**config.mk**
```make
export PLATFORM = sky130hd
export DESIGN_NAME = hdlc_slot_tx
export DESIGN_NICKNAME = d
export VERILOG_FILES = /design/src/rtl/hdlc_tx_pkg.sv /design/src/rtl/hdlc_slot_gate.sv /design/src/rtl/hdlc_crc16.sv /design/src/rtl/hdlc_tx_fsm.sv /design/src/rtl/hdlc_slot_tx.sv
export SDC_FILE = /design/constraint.sdc
export NUM_CORES = 1
export LEC_CHECK = 0
export BUFFER_PORTS_ARGS = -buffer_cell sky130_fd_sc_hd__buf_2
export CAP_MARGIN = 0
export CELL_PAD_IN_SITES_DETAIL_PLACEMENT = 0
export CELL_PAD_IN_SITES_GLOBAL_PLACEMENT = 1
export CORE_UTILIZATION = 46
export CTS_BUF_LIST = sky130_fd_sc_hd__clkbuf_8
export CTS_CLUSTER_SIZE = 28
export DETAILED_ROUTE_END_ITERATION = 8
export PLACE_DENSITY_LB_ADDON = 0.12
export SYNTH_ARGS = -nofsm -noshare
export SYNTH_HDL_FRONTEND = slang
export SYNTH_SLANG_ARGS = --single-unit
```
**constraint.sdc**
```tcl
create_clock -name clk -period 2.49 [get_ports clk]
set_clock_uncertainty 0.15 [all_clocks]
set_input_delay 0.3735 -clock clk [delete_from_list [all_inputs] [get_ports clk]]
set_output_delay 0.3735 -clock clk [all_outputs]
set_load 0.005 [all_outputs]
```
**src/rtl/hdlc_tx_pkg.sv**
```systemverilog
package hdlc_tx_pkg;

  typedef enum logic [1:0] {
    ST_FLAG  = 2'd0,
    ST_DATA  = 2'd1,
    ST_FCS   = 2'd2,
    ST_ABORT = 2'd3
  } tx_state_e;

  // one step of the reflected CRC-16 register for one serial bit
  function automatic logic [15:0] crc16_bit_step(input logic [15:0] crc,
                                                 input logic        din,
                                                 input logic [15:0] poly_rev);
    logic fb;
    fb = crc[0] ^ din;
    return (crc >> 1) ^ (fb ? poly_rev : 16'h0000);
  endfunction

  // next value of the consecutive-ones run counter
  function automatic logic [3:0] ones_next(input logic [3:0] run, input logic b);
    return b ? run + 4'd1 : 4'd0;
  endfunction

endpackage

```
**src/rtl/hdlc_slot_gate.sv**
```systemverilog
module hdlc_slot_gate #(
  parameter int SLOT_BITS = 8,
  parameter int POS_W     = 3
) (
  input  logic                 slot_strobe,
  input  logic [POS_W-1:0]     bit_pos,
  input  logic [SLOT_BITS-1:0] chan_mask,
  output logic                 take
);

  logic [SLOT_BITS-1:0] hit;

  generate
    for (genvar g = 0; g < SLOT_BITS; g++) begin : g_pos
      assign hit[g] = chan_mask[g] && (bit_pos == POS_W'(g));
    end
  endgenerate

  assign take = slot_strobe && (|hit);

endmodule

```
**src/rtl/hdlc_crc16.sv**
```systemverilog
module hdlc_crc16 #(
  parameter logic [15:0] POLY_REV = 16'h8408,
  parameter logic [15:0] PRESET   = 16'hFFFF
) (
  input  logic        clk,
  input  logic        rst_n,
  input  logic        init,
  input  logic        adv,
  input  logic        din,
  output logic [15:0] crc_q
);
  import hdlc_tx_pkg::*;

  always_ff @(posedge clk) begin
    if (!rst_n)    crc_q <= PRESET;
    else if (init) crc_q <= PRESET;
    else if (adv)  crc_q <= crc16_bit_step(crc_q, din, POLY_REV);
  end

endmodule

```
**src/rtl/hdlc_tx_fsm.sv**
```systemverilog
module hdlc_tx_fsm #(
  parameter logic [7:0] FLAG_PAT  = 8'h7E,
  parameter int         STUFF_RUN = 5,
  parameter int         ABORT_LEN = 8
) (
  input  logic        clk,
  input  logic        rst_n,
  input  logic        take,
  input  logic [7:0]  fifo_data,
  input  logic        fifo_eof,
  input  logic        fifo_empty,
  input  logic [15:0] crc_q,
  output logic        fifo_rd_en,
  output logic        tx_bit,
  output logic        crc_init,
  output logic        crc_adv,
  output logic        crc_din,
  output logic        underrun,
  output logic        stuff_now,
  output logic        in_body
);
  import hdlc_tx_pkg::*;

  localparam int AB_W  = (ABORT_LEN > 1) ? $clog2(ABORT_LEN) : 1;
  localparam int IDX_W = (AB_W > 4) ? AB_W : 4;

  tx_state_e        state_q;
  logic [IDX_W-1:0] idx_q;
  logic [3:0]       ones_q;
  logic [7:0]       byte_q;
  logic             last_q;
  logic             underrun_q;

  logic bit_sel, cur_bit, adv, at_byte_end, flag_end, byte_end, load, underrun_d;

  always_comb begin
    unique case (state_q)
      ST_FLAG:  bit_sel = FLAG_PAT[idx_q[2:0]];
      ST_DATA:  bit_sel = byte_q[idx_q[2:0]];
      ST_FCS:   bit_sel = ~crc_q[idx_q[3:0]];
      default:  bit_sel = 1'b1;
    endcase
  end

  assign stuff_now   = (ones_q == 4'(STUFF_RUN)) && (state_q != ST_ABORT);
  assign cur_bit     = stuff_now ? 1'b0 : bit_sel;
  assign adv         = take && !stuff_now;
  assign at_byte_end = (idx_q == IDX_W'(7));
  assign flag_end    = adv && (state_q == ST_FLAG) && at_byte_end;
  assign byte_end    = adv && (state_q == ST_DATA) && at_byte_end;
  assign load        = (flag_end || (byte_end && !last_q)) && !fifo_empty;
  assign underrun_d  = byte_end && !last_q && fifo_empty;

  assign fifo_rd_en = load;
  assign crc_init   = flag_end && !fifo_empty;
  assign crc_adv    = adv && (state_q == ST_DATA);
  assign crc_din    = byte_q[idx_q[2:0]];
  assign tx_bit     = cur_bit;
  assign underrun   = underrun_q;
  assign in_body    = (state_q == ST_DATA) || (state_q == ST_FCS);

  always_ff @(posedge clk) begin
    if (!rst_n) begin
      state_q    <= ST_FLAG;
      idx_q      <= '0;
      ones_q     <= '0;
      byte_q     <= '0;
      last_q     <= 1'b0;
      underrun_q <= 1'b0;
    end else begin
      underrun_q <= underrun_d;
      if (take) begin
        if (stuff_now) begin
          ones_q <= '0;
        end else begin
          unique case (state_q)
            ST_FLAG: begin
              ones_q <= '0;
              if (at_byte_end) begin
                idx_q <= '0;
                if (!fifo_empty) begin
                  state_q <= ST_DATA;
                  byte_q  <= fifo_data;
                  last_q  <= fifo_eof;
                end
              end else begin
                idx_q <= idx_q + 1'b1;
              end
            end
            ST_DATA: begin
              ones_q <= ones_next(ones_q, cur_bit);
              if (at_byte_end) begin
                idx_q <= '0;
                if (last_q) begin
                  state_q <= ST_FCS;
                end else if (!fifo_empty) begin
                  byte_q <= fifo_data;
                  last_q <= fifo_eof;
                end else begin
                  state_q <= ST_ABORT;
                  ones_q  <= '0;
                end
              end else begin
                idx_q <= idx_q + 1'b1;
              end
            end
            ST_FCS: begin
              ones_q <= ones_next(ones_q, cur_bit);
              if (idx_q == IDX_W'(15)) begin
                state_q <= ST_FLAG;
                idx_q   <= '0;
              end else begin
                idx_q <= idx_q + 1'b1;
              end
            end
            default: begin
              ones_q <= '0;
              if (idx_q == IDX_W'(ABORT_LEN - 1)) begin
                state_q <= ST_FLAG;
                idx_q   <= '0;
              end else begin
                idx_q <= idx_q + 1'b1;
              end
            end
          endcase
        end
      end
    end
  end

endmodule

```
**src/rtl/hdlc_slot_tx.sv**
```systemverilog
module hdlc_slot_tx #(
  parameter int          SLOT_BITS = 8,
  parameter logic [7:0]  FLAG_PAT  = 8'h7E,
  parameter int          STUFF_RUN = 5,
  parameter int          ABORT_LEN = 8,
  parameter logic [15:0] CRC_POLY  = 16'h8408,
  parameter logic [15:0] CRC_INIT  = 16'hFFFF,
  localparam int         POS_W     = (SLOT_BITS > 1) ? $clog2(SLOT_BITS) : 1
) (
  input  logic                 clk,
  input  logic                 rst_n,
  input  logic [7:0]           fifo_data,
  input  logic                 fifo_eof,
  input  logic                 fifo_empty,
  output logic                 fifo_rd_en,
  input  logic                 slot_strobe,
  input  logic [POS_W-1:0]     bit_pos,
  input  logic [SLOT_BITS-1:0] chan_mask,
  output logic                 tx_bit,
  output logic                 tx_valid,
  output logic                 underrun
);

  logic        take;
  logic        crc_init, crc_adv, crc_din;
  logic [15:0] crc_q;
  logic        stuff_now, in_body;

  hdlc_slot_gate #(.SLOT_BITS(SLOT_BITS), .POS_W(POS_W)) u_gate (
    .slot_strobe (slot_strobe),
    .bit_pos     (bit_pos),
    .chan_mask   (chan_mask),
    .take        (take)
  );

  hdlc_crc16 #(.POLY_REV(CRC_POLY), .PRESET(CRC_INIT)) u_crc (
    .clk   (clk),
    .rst_n (rst_n),
    .init  (crc_init),
    .adv   (crc_adv),
    .din   (crc_din),
    .crc_q (crc_q)
  );

  hdlc_tx_fsm #(.FLAG_PAT(FLAG_PAT), .STUFF_RUN(STUFF_RUN), .ABORT_LEN(ABORT_LEN)) u_fsm (
    .clk        (clk),
    .rst_n      (rst_n),
    .take       (take),
    .fifo_data  (fifo_data),
    .fifo_eof   (fifo_eof),
    .fifo_empty (fifo_empty),
    .crc_q      (crc_q),
    .fifo_rd_en (fifo_rd_en),
    .tx_bit     (tx_bit),
    .crc_init   (crc_init),
    .crc_adv    (crc_adv),
    .crc_din    (crc_din),
    .underrun   (underrun),
    .stuff_now  (stuff_now),
    .in_body    (in_body)
  );

  assign tx_valid = take;

endmodule

```
==> impl_metrics.csv, run 1 <==
group,metric,value,unit
outcome,status,"finished, final reports clean",
critical_path,crit_fanout,8,
power,leakage,0.925,nW
placed_design,place.detailed.hpwl,3200,µm
job,cap_violations,0,
sta,drv_slew,0,
floorplanning,ios,28,
routing,ant_nets,0,
cells_and_area,fillers,401,
routing,via_count,1775,
synthesis,synth_flop_cell,"dfxtp_1",
routing,drcViolationCount,0,
routing,wl_per_cell,13.9,µm
routing,first_pass_iters,4,
cts,cts_tree,"built",
cts,clock-sinks,37,
power,ir_worst_vdd,252,µV
cts,cts_root_buf,"clkbuf_8",
floorplanning,die_area,4920,µm²
sta,worst_pin_slew,422,ps
cts,cts_hold_buf,0,
synthesis,synth_warnings,0,
grt,grt_pass1_wl,7500,µm
grt,grt_pass1_vias,1565,
synthesis,synth.distinct_cells,51,
grt,track_usage,19.0,%
critical_path,worstSetupEndpointType,"output port",
sta,slew_headroom,71.2,%
placed_design,placed_cell_area,2360,µm²
floorplanning,die_w,70.2,µm
worst_hold_path,worst_hold_path_type,"in -> reg",
cells_and_area,final_cells,315,
cts,clock_latency,290,ps
routing,wirelength,4380,µm
floorplanning,num_rows,24,
grt,grt_overflow,0,
placed_design,routabilityCongestion,0.811,
critical_path,critPathKind,"reg -> out",
synthesis,synth_cells,229,
power,p_per_area,497,nW/µm²
sta,finalCritPeriodShare,99.1,%
cts,cts_made_buffers,5,
cells_and_area,area_delta_synth_final,16.8,%
sta,post-route-min-period,2470,ps
placed_design,dp_cells,307,
cells_and_area,layout.nets,295,
synthesis,ys_async_sr_fraction,0,%
synthesis,synth_common_cells,"dfxtp_1, nand2_1, mux2i_1",
cts,h-tree-depth,2,
floorplanning,die_h,70.2,µm
cells_and_area,antenna_cells,0,
grt,grt_start_max_net_pins,24,
sta,hold_viol,0,
synthesis,syn_nets,262,
synthesis,synth.largest_area_cell,"dfxtp_1",
synthesis,ys_top_cells_by_area,"dfxtp_1, mux2i_1, mux4_2",
synthesis,synth.most_common_cell,"dfxtp_1",
sta,setup_violations,0,
synthesis,synth-seq-cells,37,
cells_and_area,final_cell_area,2500,µm²
floorplanning,core-area,4410,µm²
synthesis,synth_area,2140,µm²
critical_path,startpoint_type,"flop",
sta,rsz0062_at_grt,"true",
placed_design,port_buffers,27,
cts,ctsLongestPathBuffers,2,
synthesis,synth-seq-area-share,34.7,%
cts,post_cts_buffers,0,
routing,avgViaCountPerCell,5.63,
synthesis,synth_edf_count,0,
sta,clock.fmax,405,MHz
cts,cts.reportedPaths.clkPinSlew,70,ps
grt,antenna_found_initial,0,
floorplanning,start_util,48.4,%
routing,drt_iter0_drc,107,
critical_path,arrival,1950,ps
cells_and_area,drive_gt1_share,25.9,%
critical_path,crit_required,1970,ps
synthesis,synth_top_cell_area_share,34.7,%
synthesis,avgSynthCellArea,9.33,µm²
routing by layer:
metal  part of all wire, %  global-route usage, %  vias up
met5                     0                      0        -
met4                  0.82                   6.00        0
met3                   4.3                   4.04        4
met2                    44                   27.7       45
met1                    51                   28.0      824
li1                      -                      -      902
final cells by class:
class,count,area (µm²),share of cell area [%]
Multi-Input combinational cell,170,1290,51.9
Sequential cell,37,742,29.7
Timing Repair Buffer,41,256,10.3
Clock buffer,5,68.8,2.76
Tap cell,52,65.1,2.61
Clock inverter,3,42.5,1.70
Inverter,7,26.3,1.05
kinds of logic (layout without fill, tap and decap cells):
family / Yosys count / count (layout) / share of synthesized area (%)
AND/OR/NAND/NOR: 77 / 77 / 18.6
AO/OA/AOI/OAI: 49 / 49 / 16.0
flip-flops: 37 / 37 / 34.7
multiplexers: 31 / 31 / 18.1
buffers and inverters: 22 / 56 / 5.74
adder cells (fa/ha/maj): 9 / 9 / 5.27
XOR/XNOR: 4 / 4 / 1.64
timing repair:
item	4_1_cts	5_1_grt
gates cloned	0	0
endpoints found under the setup margin	1	2
pin swaps	0	1
gates resized for setup	4	4
sequential cells by signal, indices dropped and copies added (netlist names), named ones only:
signal,cells
u_fsm.ones_q,4
u_fsm.byte_q,8
u_fsm.underrun,1
u_crc.crc_q,16
u_fsm.last_q,1
u_fsm.idx_q,4
u_fsm.state_q,2
worst paths after layout:
check / cells after the start / end / slack (ps) / startpoint
max: 6 / tx_bit / 20 / u_fsm.idx_q[0]$_SDFFE_PN0N_
min: 3 / u_fsm.byte_q[3]$_SDFFE_PN0P_ / 160 / fifo_data[3]
max reg2reg: 7 / u_fsm.ones_q[3]$_SDFFE_PN0N_ / 220 / u_fsm.idx_q[0]$_SDFFE_PN0N_
min reg2reg: 2 / u_fsm.byte_q[5]$_SDFFE_PN0P_ / 300 / u_fsm.byte_q[5]$_SDFFE_PN0P_
cells in the final DEF (no fill, tap or decap), types with 3 or more instances in the layout:
cell type / count
dfxtp_1: 36
nand2_1: 33
buf_2: 27
mux2i_1: 24
o21ai_1: 12
buf_4: 12
nand3_1: 10
a21oi_1: 9
inv_1: 8
ha_1: 8
mux4_2: 6
nor2_1: 5
clkbuf_8: 5
a21oi_2: 4
o211ai_1: 4
or3_1: 4
and2_1: 3
xnor2_1: 3
o21ai_0: 3
nor3_1: 3
where the power goes:
| part | switching (mW) | leakage [nW] | internal [mW] |
|---|---|---|---|
| Clock | 0.219 | 0.0595 | 0.297 |
| Combinational | 0.0685 | 0.566 | 0.0594 |
| Sequential | 0.00280 | 0.299 | 0.596 |
| Total | 0.290 | 0.925 | 0.952 |
stage by stage:
step | utilization, % | setup slack (ps) | hold WS [ps] | TNS, ps | total power, mW
2_1_floorplan | - | 249 | 275 | 0 | 0.696
3_3_place_gp | 53.4 | 223 | 290 | 0 | 0.737
3_5_place_dp | 53.4 | 204 | 287 | 0 | 0.737
4_1_cts | 56.2 | 8.37 | 143 | 0 | 1.26
5_1_grt | 56.5 | -70.1 | 163 | -75.6 | 1.30
6_report | 56.5 | 21.4 | 156 | 0 | 1.24
critical path, stage by stage, from the launching register on:
cell,delay (ps)
dfxtp_2,330
buf_6,140
mux2i_1,120
mux4_2,520
a221oi_4,340
a21oi_2,90
buf_2,130
(Power assumes the default switching activity.)
==> inputs of run 2 (changes only) <==
--- a/config.mk
+++ b/config.mk
@@ -9,6 +9,7 @@
 export CAP_MARGIN = 0
 export CELL_PAD_IN_SITES_DETAIL_PLACEMENT = 0
 export CELL_PAD_IN_SITES_GLOBAL_PLACEMENT = 1
+export CORE_ASPECT_RATIO = 0.5
 export CORE_UTILIZATION = 46
 export CTS_BUF_LIST = sky130_fd_sc_hd__clkbuf_8
 export CTS_CLUSTER_SIZE = 28
==> run 2 against run 1 <==
  * The flow now finishes with violations (setup timing)
  * Die area increased by 0.33%
  * Flip-flop and latch count unchanged
  * Largest power group unchanged
  * Critical path depth unchanged
  * Combinational power increased by 4%
  * Clock-buffer cell count increased by 1
  * Final area decreased by 1.3%
  * Worst setup slack got worse by 80 ps
  * Clock power decreased by 13%
  * Non-clock buffer count decreased by 3
  * Via count increased by 0.62%
==> impl_metrics.csv, run 2 (same netlist as run 1, synthesis figures left out) <==
group,metric,value,unit
routing,drt_iter0_drc,142,
routing,first_pass_iters,4,
power,power_frac_comb,11.3,%
floorplanning,start_util,48.3,%
job,cap_violations,0,
cts,ctsLongestPathBuffers,2,
cts,clock_latency,290,ps
critical_path,r2r_slack,110,ps
sta,drv_slew,0,
sta,hold_viol,0,
cells_and_area,largestRegisters,"u_crc.crc_q x16, u_fsm.byte_q x8",
routing,wl_met1,2440,µm
critical_path,cp_top_family,"multiplexers",
sta,post-route-min-period,2550,ps
cells_and_area,fillers,424,
placed_design,port_buffers,27,
routing,via_count,1786,
sta,worst_hold_slack,147,ps
power,power,1.18,mW
sta,fin_ws,-58.5,ps
worst_hold_path,hold_depth,3,
grt,grt_pass1_vias,1677,
routing,wirelength,4730,µm
cells_and_area,final_cells,317,
power,swShare,25.4,%
critical_path,critPathKind,"reg -> out",
power,p_int,0.881,mW
placed_design,routabilityCongestion,0.884,
critical_path,crit_required,1970,ps
power,p_per_area,479,nW/µm²
sta,slew_headroom,67.2,%
critical_path,crit_fanout,13,
outcome,status,"finished with violations",
cts,cts_tree,"built",
cts,h-tree-depth,2,
routing,wl_met3,233,µm
critical_path,crit_chain,"buf_12 > mux2i_1 > mux4_2 > a221oi_4 > a21oi_2 > buf_2",
routing,drcViolationCount,0,
critical_path,cpPeakStageDelay,520,ps
routing,wl_per_cell,14.9,µm
cells_and_area,layout_common_cells,"dfxtp_1, nand2_1, buf_2",
sta,worst_pin_slew,490,ps
cts,cts.reportedPaths.clkPinSlew,80,ps
cts,clock-sinks,37,
cells_and_area,layout.nets,292,
routing,ant_nets,0,
grt,grt_start_max_net_pins,24,
routing,wl_met2,2040,µm
sta,finalCritPeriodShare,102,%
critical_path,startpoint_type,"flop",
power,ir_worst_vdd,218,µV
power,clkPwrFrac,38.0,%
cells_and_area,antenna_cells,0,
power,leakage,0.887,nW
sta,rsz0062_at_grt,"true",
grt,grt_pass1_wl,7870,µm
power,p_seq_share,50.7,%
placed_design,place.detailed.hpwl,3550,µm
cells_and_area,largest_reg_flops,16,
routing,top_layer,"met4",
floorplanning,core-area,4420,µm²
cells_and_area,final_util,55.7,%
outcome,violations,"setup timing",
floorplanning,die_h,50.2,µm
critical_path,critical_path_cell_count,6,
cts,cts_hold_buf,0,
sta,clock.fmax,392,MHz
routing,avgViaCountPerCell,5.63,
cells_and_area,final_cell_area,2460,µm²
critical_path,arrival,2030,ps
critical_path,cp_slowest_cell,"mux4_2",
worst_hold_path,worst_hold_path_type,"in -> reg",
placed_design,placed_cell_area,2330,µm²
critical_path,r2r_cells,7,
cells_and_area,top_register,"u_crc.crc_q",
critical_path,crit_buf_inv,2,
cts,cts_root_buf,"clkbuf_8",
grt,track_usage,20.6,%
floorplanning,die_w,98.4,µm
floorplanning,die_area,4940,µm²
grt,grt_overflow,0,
cells_and_area,final_common_cell,"dfxtp_1",
placed_design,dp_cells,308,
cells_and_area,area_delta_synth_final,15.3,%
power,switching_power,0.300,mW
cells_and_area,drive_gt1_share,25.4,%
critical_path,worstSetupEndpointType,"output port",
cts,cts_made_buffers,5,
sta,setup_violations,1,
floorplanning,ios,28,
floorplanning,num_rows,17,
grt,antenna_found_initial,0,
-- run 2: worst reg2reg max path: stages (launching register included) --
cell and delay, ps:
dfxtp_2 340, buf_12 150, mux2i_1 130, mux4_2 520
a221oi_4 380, buf_4 200, a21oi_2 60, a221o_1 330
-- run 2: timing repair --
item | in CTS | in global routing
gates resized for setup | 4 | 3
pin swaps | 2 | 1
endpoints found under the setup margin | 2 | 2
setup buffers | 1 | 0
-- run 2: worst paths after layout --
kind | startpoint | end
max | u_fsm.idx_q[0]$_SDFFE_PN0N_ | tx_bit
min | fifo_data[7] | u_fsm.byte_q[7]$_SDFFE_PN0P_
max reg2reg | u_fsm.idx_q[0]$_SDFFE_PN0N_ | u_fsm.ones_q[3]$_SDFFE_PN0N_
min reg2reg | u_fsm.byte_q[1]$_SDFFE_PN0P_ | u_fsm.byte_q[1]$_SDFFE_PN0P_
-- run 2: through the flow --
step	TNS [ps]	setup WS (ps)
floorplan	0	249
global placement	0	152
detailed placement	0	139
CTS	-69.1	-69.1
global route	-104	-104
finish	-58.5	-58.5
-- run 2: metal layers --
| metal | vias up | global-route usage [%] |
|---|---|---|
| met5 | - | 0 |
| met4 | 0 | 4.48 |
| met3 | 2 | 4.60 |
| met2 | 41 | 32.6 |
| met1 | 852 | 28.9 |
| li1 | 891 | - |
-- run 2: area by class of cell --
type | instances | area [µm²] | share of cell area [%]
flip-flops and latches | 37 | 743 | 30.2
clock buffers | 6 | 82.6 | 3.35
clock inverters | 2 | 13.8 | 0.558
well taps | 57 | 71.3 | 2.89
multi-input cells | 170 | 1300 | 52.6
inverters | 7 | 26.3 | 1.07
repair buffers | 38 | 230 | 9.34
-- run 2: power groups by stage --
stage	logic [mW]	registers, mW	clock network (mW)
after floorplan	0.0848	0.611	0
after global placement	0.125	0.612	0
after detailed placement	0.127	0.613	0
after CTS	0.130	0.599	0.458
after global routing	0.144	0.599	0.482
final	0.133	0.599	0.449
==> inputs of run 3 (changes only) <==
--- a/config.mk
+++ b/config.mk
@@ -5,16 +5,17 @@
 export SDC_FILE = /design/constraint.sdc
 export NUM_CORES = 1
 export LEC_CHECK = 0
-export BUFFER_PORTS_ARGS = -buffer_cell sky130_fd_sc_hd__buf_2
 export CAP_MARGIN = 0
 export CELL_PAD_IN_SITES_DETAIL_PLACEMENT = 0
 export CELL_PAD_IN_SITES_GLOBAL_PLACEMENT = 1
 export CORE_ASPECT_RATIO = 0.5
-export CORE_UTILIZATION = 46
+export CORE_UTILIZATION = 50
 export CTS_BUF_LIST = sky130_fd_sc_hd__clkbuf_8
 export CTS_CLUSTER_SIZE = 28
 export DETAILED_ROUTE_END_ITERATION = 8
+export DONT_BUFFER_PORTS = 1
 export PLACE_DENSITY_LB_ADDON = 0.12
+export SKIP_LAST_GASP = 1
 export SYNTH_ARGS = -nofsm -noshare
 export SYNTH_HDL_FRONTEND = slang
 export SYNTH_SLANG_ARGS = --single-unit
==> run 3 against run 2 <==
  * The flow now finishes without violations
  * Via count fell by 5.9%
  * Die area fell by 7.8%
  * Hold slack got worse by 95 ps
  * Flip-flop and latch count did not move
  * Critical path depth fell by 1
  * Register-to-register slack improved by 50 ps
  * Final cell count fell by 9.1%
  * First-iteration DRC count fell by 39%
  * Largest power group unchanged
  * Highest routed layer unchanged
==> impl_metrics.csv, run 3 (same netlist as run 1, synthesis figures left out) <==
group,metric,value,unit
routing,avgViaCountPerCell,5.83,
critical_path,crit_required,1970,ps
critical_path,r2r_cells,6,
routing,drcViolationCount,0,
cts,cts.reportedPaths.clkPinSlew,80,ps
cts,cts_hold_buf,0,
sta,worst_hold_slack,52.4,ps
routing,ant_nets,0,
cells_and_area,final_util,57.3,%
cts,cts_tree,"built",
grt,grt_pass1_vias,1496,
sta,hold_viol,0,
cts,cts_root_buf,"clkbuf_8",
power,ir_worst_vdd,244,µV
sta,rsz0062_at_grt,"true",
critical_path,crit_buf_inv,1,
sta,finalCritPeriodShare,97.9,%
critical_path,crit_chain,"buf_4 > mux4_2 > mux2_2 > nand2_2 > a21oi_1",
critical_path,critPathKind,"reg -> out",
cells_and_area,largestRegisters,"u_crc.crc_q x16, u_fsm.byte_q x8",
power,p_per_area,487,nW/µm²
cells_and_area,layout_common_cells,"dfxtp_1, nand2_1, mux2i_1",
sta,setup_violations,0,
outcome,status,"finished, final reports clean",
grt,antenna_found_initial,0,
worst_hold_path,worst_hold_path_type,"in -> reg",
critical_path,cpPeakStageDelay,500,ps
critical_path,cp_slowest_cell,"mux4_2",
placed_design,routabilityCongestion,0.830,
placed_design,port_buffers,0,
routing,wirelength,4750,µm
sta,slew_headroom,56.2,%
critical_path,critical_path_cell_count,5,
cells_and_area,layout.nets,266,
job,cap_violations,0,
routing,wl_per_cell,16.5,µm
worst_hold_path,hold_depth,2,
placed_design,dp_worst_setup_slack,164,ps
floorplanning,core-area,4000,µm²
floorplanning,start_util,53.4,%
floorplanning,die_area,4560,µm²
cells_and_area,largest_reg_flops,16,
critical_path,cp-endpoint,"tx_bit",
routing,first_pass_iters,4,
power,leakage,0.772,nW
cts,ctsLongestPathBuffers,2,
critical_path,startpoint_type,"flop",
critical_path,critPathLaunch,"u_fsm.idx_q[0]$_SDFFE_PN0N_",
critical_path,cp_top_family,"multiplexers",
floorplanning,die_w,94.5,µm
cells_and_area,drive_gt1_share,15.8,%
grt,grt_overflow,0,
floorplanning,num_rows,16,
cells_and_area,area_delta_synth_final,7.38,%
placed_design,place.detailed.hpwl,3370,µm
cells_and_area,top_register,"u_crc.crc_q",
routing,drt_iter0_drc,87,
routing,via_count,1680,
sta,fin_ws,52.3,ps
sta,worst_pin_slew,656,ps
sta,drv_slew,0,
critical_path,r2r_end,"u_crc.crc_q[10]$_SDFFE_PP1N_",
cells_and_area,fillers,378,
sta,post-route-min-period,2440,ps
grt,grt_pass1_wl,7460,µm
cells_and_area,final_common_cell,"dfxtp_1",
grt,grt_start_max_net_pins,24,
critical_path,reg2reg_from,"u_fsm.ones_q[0]$_SDFFE_PN0N_",
critical_path,r2r_slack,160,ps
cts,cts_made_buffers,5,
cts,clock_latency,290,ps
cts,clock-sinks,37,
sta,clock.fmax,410,MHz
critical_path,arrival,1910,ps
critical_path,worstSetupEndpointType,"output port",
floorplanning,ios,28,
cells_and_area,antenna_cells,0,
critical_path,crit_fanout,8,
worst_hold_path,min_from,"rst_n",
cts,h-tree-depth,2,
floorplanning,die_h,48.2,µm
grt,track_usage,22.5,%
[run 3: changes by cell type in the layout (fill, tap and decap cells not counted), sizes merged]
cell / change
clkinvlp: +1
buf: -26
clkbuf: -1
[run 3: final cells by class]
| cell class | instances | area, µm² | share of cell area (%) |
|---|---|---|---|
| well taps | 54 | 67.6 | 2.94 |
| flip-flops and latches | 37 | 742 | 32.3 |
| inverters | 7 | 26.3 | 1.15 |
| repair buffers | 12 | 93.8 | 4.09 |
| clock buffers | 5 | 68.8 | 3.00 |
| clock inverters | 3 | 17.5 | 0.763 |
| multi-input cells | 170 | 1280 | 55.7 |
[run 3: what timing repair did]
item                       4_1_cts  5_1_grt
pin swaps                        1        1
setup endpoints to repair        1        2
resized for setup                2        2
setup buffers                    1        0
[run 3: stage by stage]
stage	std cells	power, mW	TNS, ps	area (µm²)
global placement	279	0.705	0	2190
finish	288	1.12	0	2290
floorplan	229	0.696	0	2140
CTS	288	1.12	0	2290
detailed placement	279	0.707	0	2190
global route	288	1.16	-43.5	2290
[run 3: worst min path at each step]
stage	to	slack, ps
2_1_floorplan	u_fsm.byte_q[3]$_SDFFE_PN0P_	280
3_3_place_gp	u_fsm.byte_q[1]$_SDFFE_PN0P_	290
3_5_place_dp	u_fsm.byte_q[2]$_SDFFE_PN0P_	290
4_1_cts	u_fsm.underrun$_SDFF_PN0_	40
5_1_grt	u_fsm.byte_q[4]$_SDFFE_PN0P_	60
6_report	u_fsm.underrun$_SDFF_PN0_	50
[run 3: power by group]
part           internal, mW  leakage (nW)  switching (mW)  total, mW
clock                 0.193        0.0439           0.225      0.418
combinational        0.0425         0.428          0.0581      0.101
sequential            0.595         0.300         0.00333      0.599
[run 3: metal layers]
layer	global-route usage, %	vias up	share of wire, %
li1	-	837	-
met1	30.4	796	52
met2	35.8	45	42
met3	6.39	2	5.9
met4	6.97	0	0.40
met5	0	-	0
